$ cat src/rtl/lt_tick_pkg.sv
package lt_tick_pkg;

    localparam logic [7:0] OFS_TCNT  = 8'h00;
    localparam logic [7:0] OFS_ICNT  = 8'h08;
    localparam logic [7:0] OFS_CTRL  = 8'h20;
    localparam logic [7:0] OFS_ISTAT = 8'h30;
    localparam logic [7:0] OFS_IEN   = 8'h34;
    localparam logic [7:0] OFS_WSTAT = 8'h40;

    localparam int WIN_FIRST = 3;

    typedef enum logic [0:0] {
        PS_IDLE,
        PS_RUN
    } ps_state_e;

    typedef enum logic [1:0] {
        IC_IDLE,
        IC_COUNT,
        IC_DONE
    } ic_state_e;

    typedef struct packed {
        logic interval;
        logic icnt_run;
        logic tick_run;
    } ctrl_t;

endpackage

$ cat src/rtl/lt_prescaler.sv
module lt_prescaler
    import lt_tick_pkg::*;
#(
    parameter int PW = 32
) (
    input  logic          clk,
    input  logic          rst_n,
    input  logic          run_d,
    input  logic          start,
    input  logic [PW-1:0] reload,
    output logic          tick_o
);

    ps_state_e     st_q, st_d;
    logic [PW-1:0] cnt_q;

    always_ff @(posedge clk) begin
        if (!rst_n) st_q <= PS_IDLE;
        else        st_q <= st_d;
    end

    always_comb begin
        st_d = st_q;
        unique case (st_q)
            PS_IDLE: if (start)  st_d = PS_RUN;
            PS_RUN:  if (!run_d) st_d = PS_IDLE;
            default: st_d = PS_IDLE;
        endcase
    end

    always_ff @(posedge clk) begin
        if (!rst_n) begin
            cnt_q <= '0;
        end else if (start) begin
            cnt_q <= reload;
        end else if (st_q == PS_RUN && run_d) begin
            if (cnt_q == '0) cnt_q <= reload;
            else             cnt_q <= cnt_q - 1'b1;
        end
    end

    always_comb begin
        tick_o = (st_q == PS_RUN) && run_d && (cnt_q == '0);
    end

    AST_TICK_SPACING: assert property (@(posedge clk) disable iff (!rst_n)
        (tick_o && reload != '0) |=> !tick_o);

endmodule

$ cat src/rtl/lt_irq_counter.sv
module lt_irq_counter
    import lt_tick_pkg::*;
#(
    parameter int IW = 31
) (
    input  logic          clk,
    input  logic          rst_n,
    input  logic          run_d,
    input  logic          start,
    input  logic          upd,
    input  logic [IW-1:0] upd_val,
    input  logic [IW-1:0] reload,
    input  logic          interval,
    input  logic          tick,
    output logic          expire_o
);

    ic_state_e     st_q, st_d;
    logic [IW-1:0] cnt_q;

    always_ff @(posedge clk) begin
        if (!rst_n) st_q <= IC_IDLE;
        else        st_q <= st_d;
    end

    always_comb begin
        expire_o = (st_q == IC_COUNT) && run_d && tick && (cnt_q == '0) && !upd;
    end

    always_comb begin
        st_d = st_q;
        unique case (st_q)
            IC_IDLE: if (start) st_d = IC_COUNT;
            IC_COUNT: begin
                if (!run_d)                     st_d = IC_IDLE;
                else if (expire_o && !interval) st_d = IC_DONE;
            end
            IC_DONE: if (!run_d) st_d = IC_IDLE;
            default: st_d = IC_IDLE;
        endcase
    end

    always_ff @(posedge clk) begin
        if (!rst_n) begin
            cnt_q <= '0;
        end else if (upd) begin
            cnt_q <= upd_val;
        end else if (start) begin
            cnt_q <= reload;
        end else if (st_q == IC_COUNT && run_d && tick) begin
            if (cnt_q != '0)   cnt_q <= cnt_q - 1'b1;
            else if (interval) cnt_q <= reload;
        end
    end

    AST_IDLE_FROZEN: assert property (@(posedge clk) disable iff (!rst_n)
        (st_q == IC_IDLE && !start && !upd) |=> $stable(cnt_q));
    AST_DONE_HOLDS: assert property (@(posedge clk) disable iff (!rst_n)
        (st_q == IC_DONE && run_d && !upd) |=> (st_q == IC_DONE && $stable(cnt_q)));
    AST_INTERVAL_RELOAD: assert property (@(posedge clk) disable iff (!rst_n)
        (expire_o && interval) |=> (cnt_q == $past(reload) && st_q == IC_COUNT));

endmodule

$ cat src/rtl/lt_channel.sv
module lt_channel
    import lt_tick_pkg::*;
#(
    parameter int DW = 32,
    parameter int PW = 32,
    parameter int IW = 31
) (
    input  logic          clk,
    input  logic          rst_n,
    input  logic          we,
    input  logic [7:0]    ofs,
    input  logic [DW-1:0] wdata,
    output logic [DW-1:0] rdata,
    output logic          irq_o
);

    logic          wr_tcnt, wr_icnt, wr_ctrl, wr_istat, wr_ien, wr_wstat;
    logic [PW-1:0] tcntb_q;
    logic [IW-1:0] icntb_q;
    ctrl_t         ctrl_q, ctrl_d;
    logic          stat_q, en_q;
    logic [2:0]    ack_q;
    logic          tick_start, icnt_start, upd, tick, expire;

    always_comb begin
        wr_tcnt  = we && ofs == OFS_TCNT;
        wr_icnt  = we && ofs == OFS_ICNT;
        wr_ctrl  = we && ofs == OFS_CTRL;
        wr_istat = we && ofs == OFS_ISTAT;
        wr_ien   = we && ofs == OFS_IEN;
        wr_wstat = we && ofs == OFS_WSTAT;
        ctrl_d     = wr_ctrl ? ctrl_t'(wdata[2:0]) : ctrl_q;
        tick_start = ctrl_d.tick_run && !ctrl_q.tick_run;
        icnt_start = ctrl_d.icnt_run && !ctrl_q.icnt_run;
        upd        = wr_icnt && wdata[DW-1];
    end

    always_ff @(posedge clk) begin
        if (!rst_n) begin
            tcntb_q <= '0;
            icntb_q <= '0;
            ctrl_q  <= '0;
            en_q    <= 1'b0;
        end else begin
            if (wr_tcnt) tcntb_q <= wdata[PW-1:0];
            if (wr_icnt) icntb_q <= wdata[IW-1:0];
            ctrl_q <= ctrl_d;
            if (wr_ien)  en_q <= wdata[0];
        end
    end

    always_ff @(posedge clk) begin
        if (!rst_n) begin
            stat_q <= 1'b0;
        end else if (expire) begin
            stat_q <= 1'b1;
        end else if (wr_istat && wdata[0]) begin
            stat_q <= 1'b0;
        end
    end

    always_ff @(posedge clk) begin
        if (!rst_n) begin
            ack_q <= '0;
        end else begin
            if (wr_tcnt)                    ack_q[0] <= 1'b1;
            else if (wr_wstat && wdata[0])  ack_q[0] <= 1'b0;
            if (wr_icnt)                    ack_q[1] <= 1'b1;
            else if (wr_wstat && wdata[1])  ack_q[1] <= 1'b0;
            if (wr_ctrl)                    ack_q[2] <= 1'b1;
            else if (wr_wstat && wdata[3])  ack_q[2] <= 1'b0;
        end
    end

    lt_prescaler #(.PW(PW)) u_pre (
        .clk    (clk),
        .rst_n  (rst_n),
        .run_d  (ctrl_d.tick_run),
        .start  (tick_start),
        .reload (tcntb_q),
        .tick_o (tick)
    );

    lt_irq_counter #(.IW(IW)) u_icnt (
        .clk      (clk),
        .rst_n    (rst_n),
        .run_d    (ctrl_d.icnt_run),
        .start    (icnt_start),
        .upd      (upd),
        .upd_val  (wdata[IW-1:0]),
        .reload   (icntb_q),
        .interval (ctrl_q.interval),
        .tick     (tick),
        .expire_o (expire)
    );

    always_comb begin
        rdata = '0;
        case (ofs)
            OFS_TCNT:  rdata = DW'(tcntb_q);
            OFS_ICNT:  rdata = DW'(icntb_q);
            OFS_CTRL:  rdata = DW'(ctrl_q);
            OFS_ISTAT: rdata = DW'(stat_q);
            OFS_IEN:   rdata = DW'(en_q);
            OFS_WSTAT: rdata = DW'({ack_q[2], 1'b0, ack_q[1], ack_q[0]});
            default:   rdata = '0;
        endcase
        irq_o = stat_q && en_q;
    end

    AST_STAT_SOURCE: assert property (@(posedge clk) disable iff (!rst_n)
        $rose(stat_q) |-> $past(expire));
    AST_ACK_CTRL: assert property (@(posedge clk) disable iff (!rst_n)
        wr_ctrl |=> ack_q[2]);
    AST_ACK_ICNT: assert property (@(posedge clk) disable iff (!rst_n)
        wr_icnt |=> ack_q[1]);

endmodule

$ cat src/rtl/lt_tick_bank.sv
module lt_tick_bank
    import lt_tick_pkg::*;
#(
    parameter int NUM_CH = 2,
    parameter int AW     = 12,
    parameter int DW     = 32,
    parameter int PW     = 32,
    parameter int IW     = 31
) (
    input  logic              clk,
    input  logic              rst_n,
    input  logic              bus_we,
    input  logic [AW-1:0]     bus_addr,
    input  logic [DW-1:0]     bus_wdata,
    output logic [DW-1:0]     bus_rdata,
    output logic [NUM_CH-1:0] irq
);

    localparam int WSEL_W = AW - 8;

    logic [WSEL_W-1:0] win;
    logic [7:0]        ofs;
    logic [NUM_CH-1:0] sel;
    logic [DW-1:0]     ch_rd [NUM_CH];

    always_comb begin
        win = bus_addr[AW-1:8];
        ofs = bus_addr[7:0];
    end

    for (genvar g = 0; g < NUM_CH; g++) begin : g_ch
        localparam logic [WSEL_W-1:0] MY_WIN = WSEL_W'(WIN_FIRST + g);

        assign sel[g] = (win == MY_WIN);

        lt_channel #(.DW(DW), .PW(PW), .IW(IW)) u_ch (
            .clk   (clk),
            .rst_n (rst_n),
            .we    (bus_we && sel[g]),
            .ofs   (ofs),
            .wdata (bus_wdata),
            .rdata (ch_rd[g]),
            .irq_o (irq[g])
        );
    end

    always_comb begin
        bus_rdata = '0;
        for (int i = 0; i < NUM_CH; i++) begin
            if (sel[i]) bus_rdata = ch_rd[i];
        end
    end

    AST_IRQ_LOW_IN_RESET: assert property (@(posedge clk)
        $past(!rst_n) |-> irq == '0);

endmodule

$ cat config.mk
export PLATFORM = sky130hd
export DESIGN_NAME = lt_tick_bank
export DESIGN_NICKNAME = d
export VERILOG_FILES = /design/src/rtl/lt_tick_pkg.sv /design/src/rtl/lt_prescaler.sv /design/src/rtl/lt_irq_counter.sv /design/src/rtl/lt_channel.sv /design/src/rtl/lt_tick_bank.sv
export SDC_FILE = /design/constraint.sdc
export NUM_CORES = 1
export LEC_CHECK = 0
export BUFFER_PORTS_ARGS = -buffer_cell sky130_fd_sc_hd__buf_2
export CAP_MARGIN = 20
export CORE_MARGIN = 1
export CORE_UTILIZATION = 55
export DETAILED_ROUTE_END_ITERATION = 8
export HOLD_SLACK_MARGIN = 0.05
export PLACE_DENSITY = 0.73
export SYNTH_ARGS = -nofsm -noshare
export SYNTH_HDL_FRONTEND = slang
export SYNTH_SLANG_ARGS = --single-unit
$ cat constraint.sdc
create_clock -name clk -period 4.4 [get_ports clk]
set_input_delay 0.44 -clock clk [delete_from_list [all_inputs] [get_ports clk]]
set_output_delay 0.44 -clock clk [all_outputs]
set_load 0.1 [all_outputs]
After elaboration in Yosys (flattened, before gate mapping)
Index checks and enable logic that the tools add are counted.
{"block": "classes", "addsub": 4, "mul": 0, "div_mod_pow": 0, "order_cmp": 0, "eq_ne": 17, "n_shift": 0, "muxes": 54, "bitwise": 2, "reduce_logical": 79}
{"cell": "32-bit case mux with 6 select lines", "n": 2}
{"cell": "31-bit 2-to-1 mux", "n": 10}
{"cell": "32-bit 2-to-1 mux", "n": 8}
{"cell": "32-bit zero test", "n": 2}
{"cell": "32-bit by 1-bit subtractor with 32-bit output, second input constant", "n": 2}
{"cell": "31-bit zero test", "n": 2}
{"cell": "31-bit nonzero test", "n": 2}
{"cell": "31-bit by 1-bit subtractor with 31-bit output, second input constant", "n": 2}
{"cell": "1-bit logical AND", "n": 44}
{"cell": "8-bit by 6-bit == test with 1-bit output, second input constant", "n": 3}
{"cell": "1-bit 2-to-1 mux", "n": 20}
{"cell": "2-bit 2-to-1 mux", "n": 10}
{"cell": "2-bit nonzero test", "n": 10}
{"cell": "2-bit case mux with 3 select lines", "n": 2}
{"cell": "8-bit by 4-bit == test with 1-bit output, second input constant", "n": 1}
{"cell": "8-bit by 7-bit == test with 1-bit output, second input constant", "n": 1}
{"cell": "1-bit zero test", "n": 8}
{"cell": "8-bit zero test", "n": 1}
{"cell": "4-bit nonzero test", "n": 2}
{"cell": "3-bit != test, second input constant", "n": 2}
{"cell": "3-bit AND reduction", "n": 2}
{"cell": "3-bit nonzero test", "n": 2}
{"cell": "2-bit by 1-bit == test with 1-bit output, second input constant", "n": 2}
{"cell": "2-bit == test, second input constant", "n": 2}
{"cell": "8 further kinds", "n": 14}
{"block": "totals", "regBits": 274, "latchBits": 0, "mem_bits_rw": 0, "romBits": 0, "input_bits": 47, "out_inout_bits": 34, "wordCells": 184, "n_memories": 0}

Longest topological paths before layout
{"block": "depth", "word_depth": 13, "depth_mapped": 13, "mapped_depth_nobuf": 9}

Modules after synthesis
Synthesis repeated with hierarchy kept, for this count alone.
{"block": "unflattened", "cells_unflattened": 2057, "hier_area_um2": 16291.9}
{"mod": "lt_channel", "n_inst": 2, "cells_per_inst": 382, "area_each_um2": 3148.0, "seq_area_each_um2": 1421.4}
{"mod": "lt_irq_counter", "n_inst": 2, "cells_per_inst": 308, "area_each_um2": 2432.3, "seq_area_each_um2": 660.6}
{"mod": "lt_prescaler", "n_inst": 2, "cells_per_inst": 281, "area_each_um2": 2095.8, "seq_area_each_um2": 660.6}
{"mod": "lt_tick_bank", "n_inst": 1, "cells_per_inst": 115, "area_each_um2": 939.7, "seq_area_each_um2": 0.0}

Worst setup path before layout
Ideal clock, no wire load.
{"block": "synth_timing", "kind": "in2out", "from": "input bus_addr[3]", "to": "output bus_rdata[30]", "arrival_time_ps": 4027, "path_slack_ps": -67, "cell_stages": 9, "path_buffers": 2, "path_cell_list": "clkbuf_1 nor4b_1 and4_1 clkbuf_1 or4_1 nor2_1 nor2_1 a221oi_1 a211oi_1"}
{"block": "synth_between", "elab_chain_cells": 4, "elab_cells_between_ends": 10, "cone_classes": "5 x eq/ne; 4 x mux; 1 x reduce/logical"}
{"item": "from (decl)", "line": "lt_tick_bank.sv:13", "text": "input logic [AW-1:0] bus_addr,"}
{"item": "8-bit by 7-bit == test with 1-bit output (tied with other cells)", "line": "lt_channel.sv:99", "text": "case (ofs)"}
{"item": "32-bit case mux with 6 select lines", "line": "lt_channel.sv:99"}
{"item": "32-bit 2-to-1 mux", "line": "lt_tick_bank.sv:50", "text": "if (sel[i]) bus_rdata = ch_rd[i];"}
{"item": "32-bit 2-to-1 mux (*)", "line": "lt_tick_bank.sv:50"}
{"item": "to (decl)", "line": "lt_tick_bank.sv:15", "text": "output logic [DW-1:0] bus_rdata,"}
Every way passes the cells marked *; elsewhere a longest branch is shown, timed or not.

Final worst setup path
{"block": "layout_timing", "from": "register g_ch[1].u_ch.u_pre.cnt_q[5]", "to": "register g_ch[1].u_ch.u_icnt.cnt_q[12]"}
{"block": "layout_between", "elab_chain_cells": 5}
{"item": "from (decl)", "line": "lt_prescaler.sv:15", "text": "logic [PW-1:0] cnt_q;"}
{"item": "from (signal assigned)", "line": "lt_prescaler.sv:35", "text": "cnt_q <= reload;"}
{"item": "from (signal assigned)", "line": "lt_prescaler.sv:37", "text": "if (cnt_q == '0) cnt_q <= reload;"}
{"item": "from (signal assigned)", "line": "lt_prescaler.sv:38", "text": "else cnt_q <= cnt_q - 1'b1;"}
{"item": "32-bit zero test", "line": "lt_prescaler.sv:43", "text": "tick_o = (st_q == PS_RUN) && run_d && (cnt_q == '0);"}
{"item": "1-bit logical AND", "line": "lt_prescaler.sv:43"}
{"item": "1-bit logical AND", "line": "lt_irq_counter.sv:50", "text": "end else if (st_q == IC_COUNT && run_d && tick) begin"}
{"item": "3-bit nonzero test (no line)"}
{"item": "2-bit AND reduction (no line)"}
{"item": "to (signal assigned)", "line": "lt_irq_counter.sv:49", "text": "cnt_q <= reload;"}
{"item": "to (signal assigned)", "line": "lt_irq_counter.sv:51", "text": "if (cnt_q != '0) cnt_q <= cnt_q - 1'b1;"}
{"item": "to (signal assigned)", "line": "lt_irq_counter.sv:52", "text": "else if (interval) cnt_q <= reload;"}
{"item": "to (decl)", "line": "lt_irq_counter.sv:19", "text": "logic [IW-1:0] cnt_q;"}
No other way between the ends.
A chain may end at the register's enable or synchronous reset.

==> run metrics <==
outcome=finished with violations; failing checks=DRC; Final Hold Fails=0; startpoint of the worst hold path=bus_wdata[31]; Mapped Nets=2067; asr flop ratio synth=0%; hold buffer count at cts=0; drt pass-1 iters=9; DR WL/cell=21.54 um; GR Util All Layers=36.16%; Post-CTS Resized=0; DP Cell Count=2319; final period utilization=82.20%; initial antenna violation count=0; vias in the first global route=14110; Crit Path Category=flip-flop to flip-flop; CTS max path bufs=3; H-tree Lvls=1; share of post-route cells with drive strength above 1=10.40%; RD Place Congestion=0.9405; Layout Nets=2070; CP max-delay cell=or4_1; relative slew slack=30.20%; Hold EP=g_ch[0].u_ch.tcntb_q[31]$_SDFFE_PN0P_; Post-CTS Setup Inserts=0; full die area=27570 sq um; Clock Latency Late Sink=580 ps; area of the mapped netlist=14800 sq um; Data arrival, critical path=4100 ps; final wirelength=51130 um; final setup slack of the worst path=783.4 ps; P per Cell Area=316.5 nW/um^2; worst hold path class=primary input to flip-flop; Detail Placement HPWL=35580 um; Final Slew Violations=0; hold depth=3; pin count of the biggest net entering global routing=97; placed instance area=15350 sq um; via count=15340; Initial Utilization=56.47%; RSZ-0062 raised after global routing=no; cells along the critical path=or4_1, nor2_1, nand4_1, or4_4, o21ai_4, buf_4, o21ai_0, a21oi_1; # diodes=0; CTS Buf Count=31; Post-synth EDFFs=0; CP Max Fanout=31; Yosys reg bits=274; Worst Path Required=4880 ps; Final TNS setup=0 ps; first-pass GRT wire length=79610 um; syn avg cell area=7.348 sq um; static leakage=5.905 nW; R2R depth=8; # IOs=81; launching point of the worst reg2reg path=g_ch[1].u_ch.u_pre.cnt_q[5]$_SDFFE_PN0P_; largest vdd supply drop=0.0004744 V; CP bufs+invs=1; die height=166.0 um; Worst Skew=37.63 ps; CP Launch Type=flip-flop; R2R Path End=g_ch[1].u_ch.u_icnt.cnt_q[12]$_SDFFE_PN0P_; sequential share of the synthesized area=37.07%; min Tclk post-route=3617 ps; Synth warnings=0; total grt overflow=0; Avg Vias per Cell=6.460; Netlist cell types=74; port bufs=80; Slew @ Worst Pin=1047 ps; clk slew on worst S/H paths=60 ps; fmax=276.5 MHz; Mapped Cells=2014; Num Clock Sinks=274; Crit. End Element=flip-flop; CTS tree=done; pre-CTS setup slack=745.8 ps; post-route cell area=16310 sq um; commonest non-fill, non-tap cells in the layout=407 x nand2_1, 274 x dfxtp_1, 253 x a21oi_1; max incr delay on CP=670 ps; post-route ant nets=0; DRC Markers=1; R2R setup slack=780 ps; final core occ=62.24%; Setup Viol. Count Final=0; Layout area overhead=10.22%; most used flip-flop cell after synthesis=dfxtp_1; die width=166.0 um; DR iter-0 viols=1877; CTS root buf=clkbuf_16; commonest non-fill, non-tap cell in the layout=nand2_1; Finished Layout Cells=2374; area of the core=26210 sq um; FP Rows=59; family with the most delay on the worst path=simple AND/OR/NAND/NOR gates; max-cap viol count=0
power by group:
group	leakage [nW]	internal, mW	switching [mW]	total [mW]
Combinational	3.22	0.0475	0.143	0.190
Clock	0.476	1.43	1.06	2.49
Sequential	2.21	2.48	0.000271	2.48
layer usage:
layer / share of wire, % / wire length (um) / global-route usage (%) / vias to the layer above
li1: - / - / - / 7237
met1: 41 / 21100 / 48.29 / 7190
met2: 45 / 23030 / 59.00 / 777
met3: 9.3 / 4746 / 4.814 / 131
met4: 4.4 / 2248 / 14.75 / 0
met5: 0 / 0 / 0 / -
worst max-delay path by stage:
stage,from,end,slack [ps],depth (start not counted)
after floorplan,bus_addr[3],bus_rdata[12],290,6
after global placement,bus_addr[9],g_ch[1].u_ch.u_icnt.cnt_q[25]$_SDFFE_PN0P_,840,9
after detailed placement,bus_addr[9],g_ch[1].u_ch.u_icnt.cnt_q[12]$_SDFFE_PN0P_,750,9
after CTS,g_ch[0].u_ch.u_icnt.cnt_q[0]$_SDFFE_PN0P_,g_ch[0].u_ch.u_icnt.cnt_q[14]$_SDFFE_PN0P_,880,11
after global routing,g_ch[0].u_ch.u_icnt.cnt_q[0]$_SDFFE_PN0P_,g_ch[0].u_ch.u_icnt.cnt_q[14]$_SDFFE_PN0P_,520,11
final,g_ch[1].u_ch.u_pre.cnt_q[5]$_SDFFE_PN0P_,g_ch[1].u_ch.u_icnt.cnt_q[12]$_SDFFE_PN0P_,780,8
sequential cells by signal, summed over array words and instances (netlist names):
signal and flops:
g_ch.u_ch.stat_q 2, g_ch.u_ch.tcntb_q 64, g_ch.u_ch.en_q 2, g_ch.u_ch.u_icnt.cnt_q 62, g_ch.u_ch.ctrl_q 6, g_ch.u_ch.u_pre.cnt_q 64
g_ch.u_ch.ack_q 6, g_ch.u_ch.icntb_q 62, g_ch.u_ch.u_icnt.st_q 4, g_ch.u_ch.u_pre.st_q 2
worst reg2reg max path: cells and delay by family, from the launching register on:
kind,cells,cell delay [ps]
AND/OR/NAND/NOR,4,1940
buffers and inverters,1,320
AO/OA/AOI/OAI,3,920
flip-flops,1,380
final cells by class:
class                   count  area [sq um]
well taps                 335         419.2
multi-input cells        1571          8670
fillers                  2347          9896
flip-flops and latches    274          5485
clock inverters             9         77.57
repair buffers            120         703.2
clock buffers              46         882.1
inverters                  19         73.82
synth_stat cells, drive strengths merged (4+ instances only):
library cell	instances	area [sq um]
a21oi	253	1266
a221oi	4	35.03
a22o	6	52.55
a22oi	8	60.06
a31oi	26	162.7
and2	8	50.05
and3	12	75.07
buf	30	151.4
clkbuf	120	450.4
dfxtp	274	5485
ha	6	75.07
inv	19	71.31
mux2	10	112.6
mux2i	82	820.8
nand2	408	1531
nand2b	7	43.79
nand3	37	185.2
nand4	12	75.07
nand4b	4	35.03
nor2	125	469.2
nor2b	4	25.02
nor3	71	355.3
nor3b	4	30.03
nor4	48	349.1
nor4b	12	117.6
o211ai	25	187.7
o21ai	203	1027
o22ai	36	225.2
o2bb2ai	8	70.07
o31ai	5	37.54
or2	13	81.33
or3	28	175.2
or4	20	153.9
xnor2	23	201.4
xor2	10	87.58
cell families (layout without fill, tap and decap cells):
family	after synthesis	after routing	synth area share, %
adders and majority gates	6	6	0.5073
and+or+nand+nor	824	824	26.02
buffers and inverters	169	194	4.549
xor gates and xnor gates	33	33	1.953
muxes	92	92	6.308
DFF	274	274	37.07
AOI/OAI and AO/OA	616	616	23.60
stage by stage:
stage               power, mW  hold WS (ps)
floorplan               2.626         405.4
global placement        2.716         428.7
detailed placement      2.718         426.6
CTS                     5.173         156.5
global route            5.281         172.9
finish                  5.162         166.6
No activity file was read; power rests on OpenSTA's default activity.
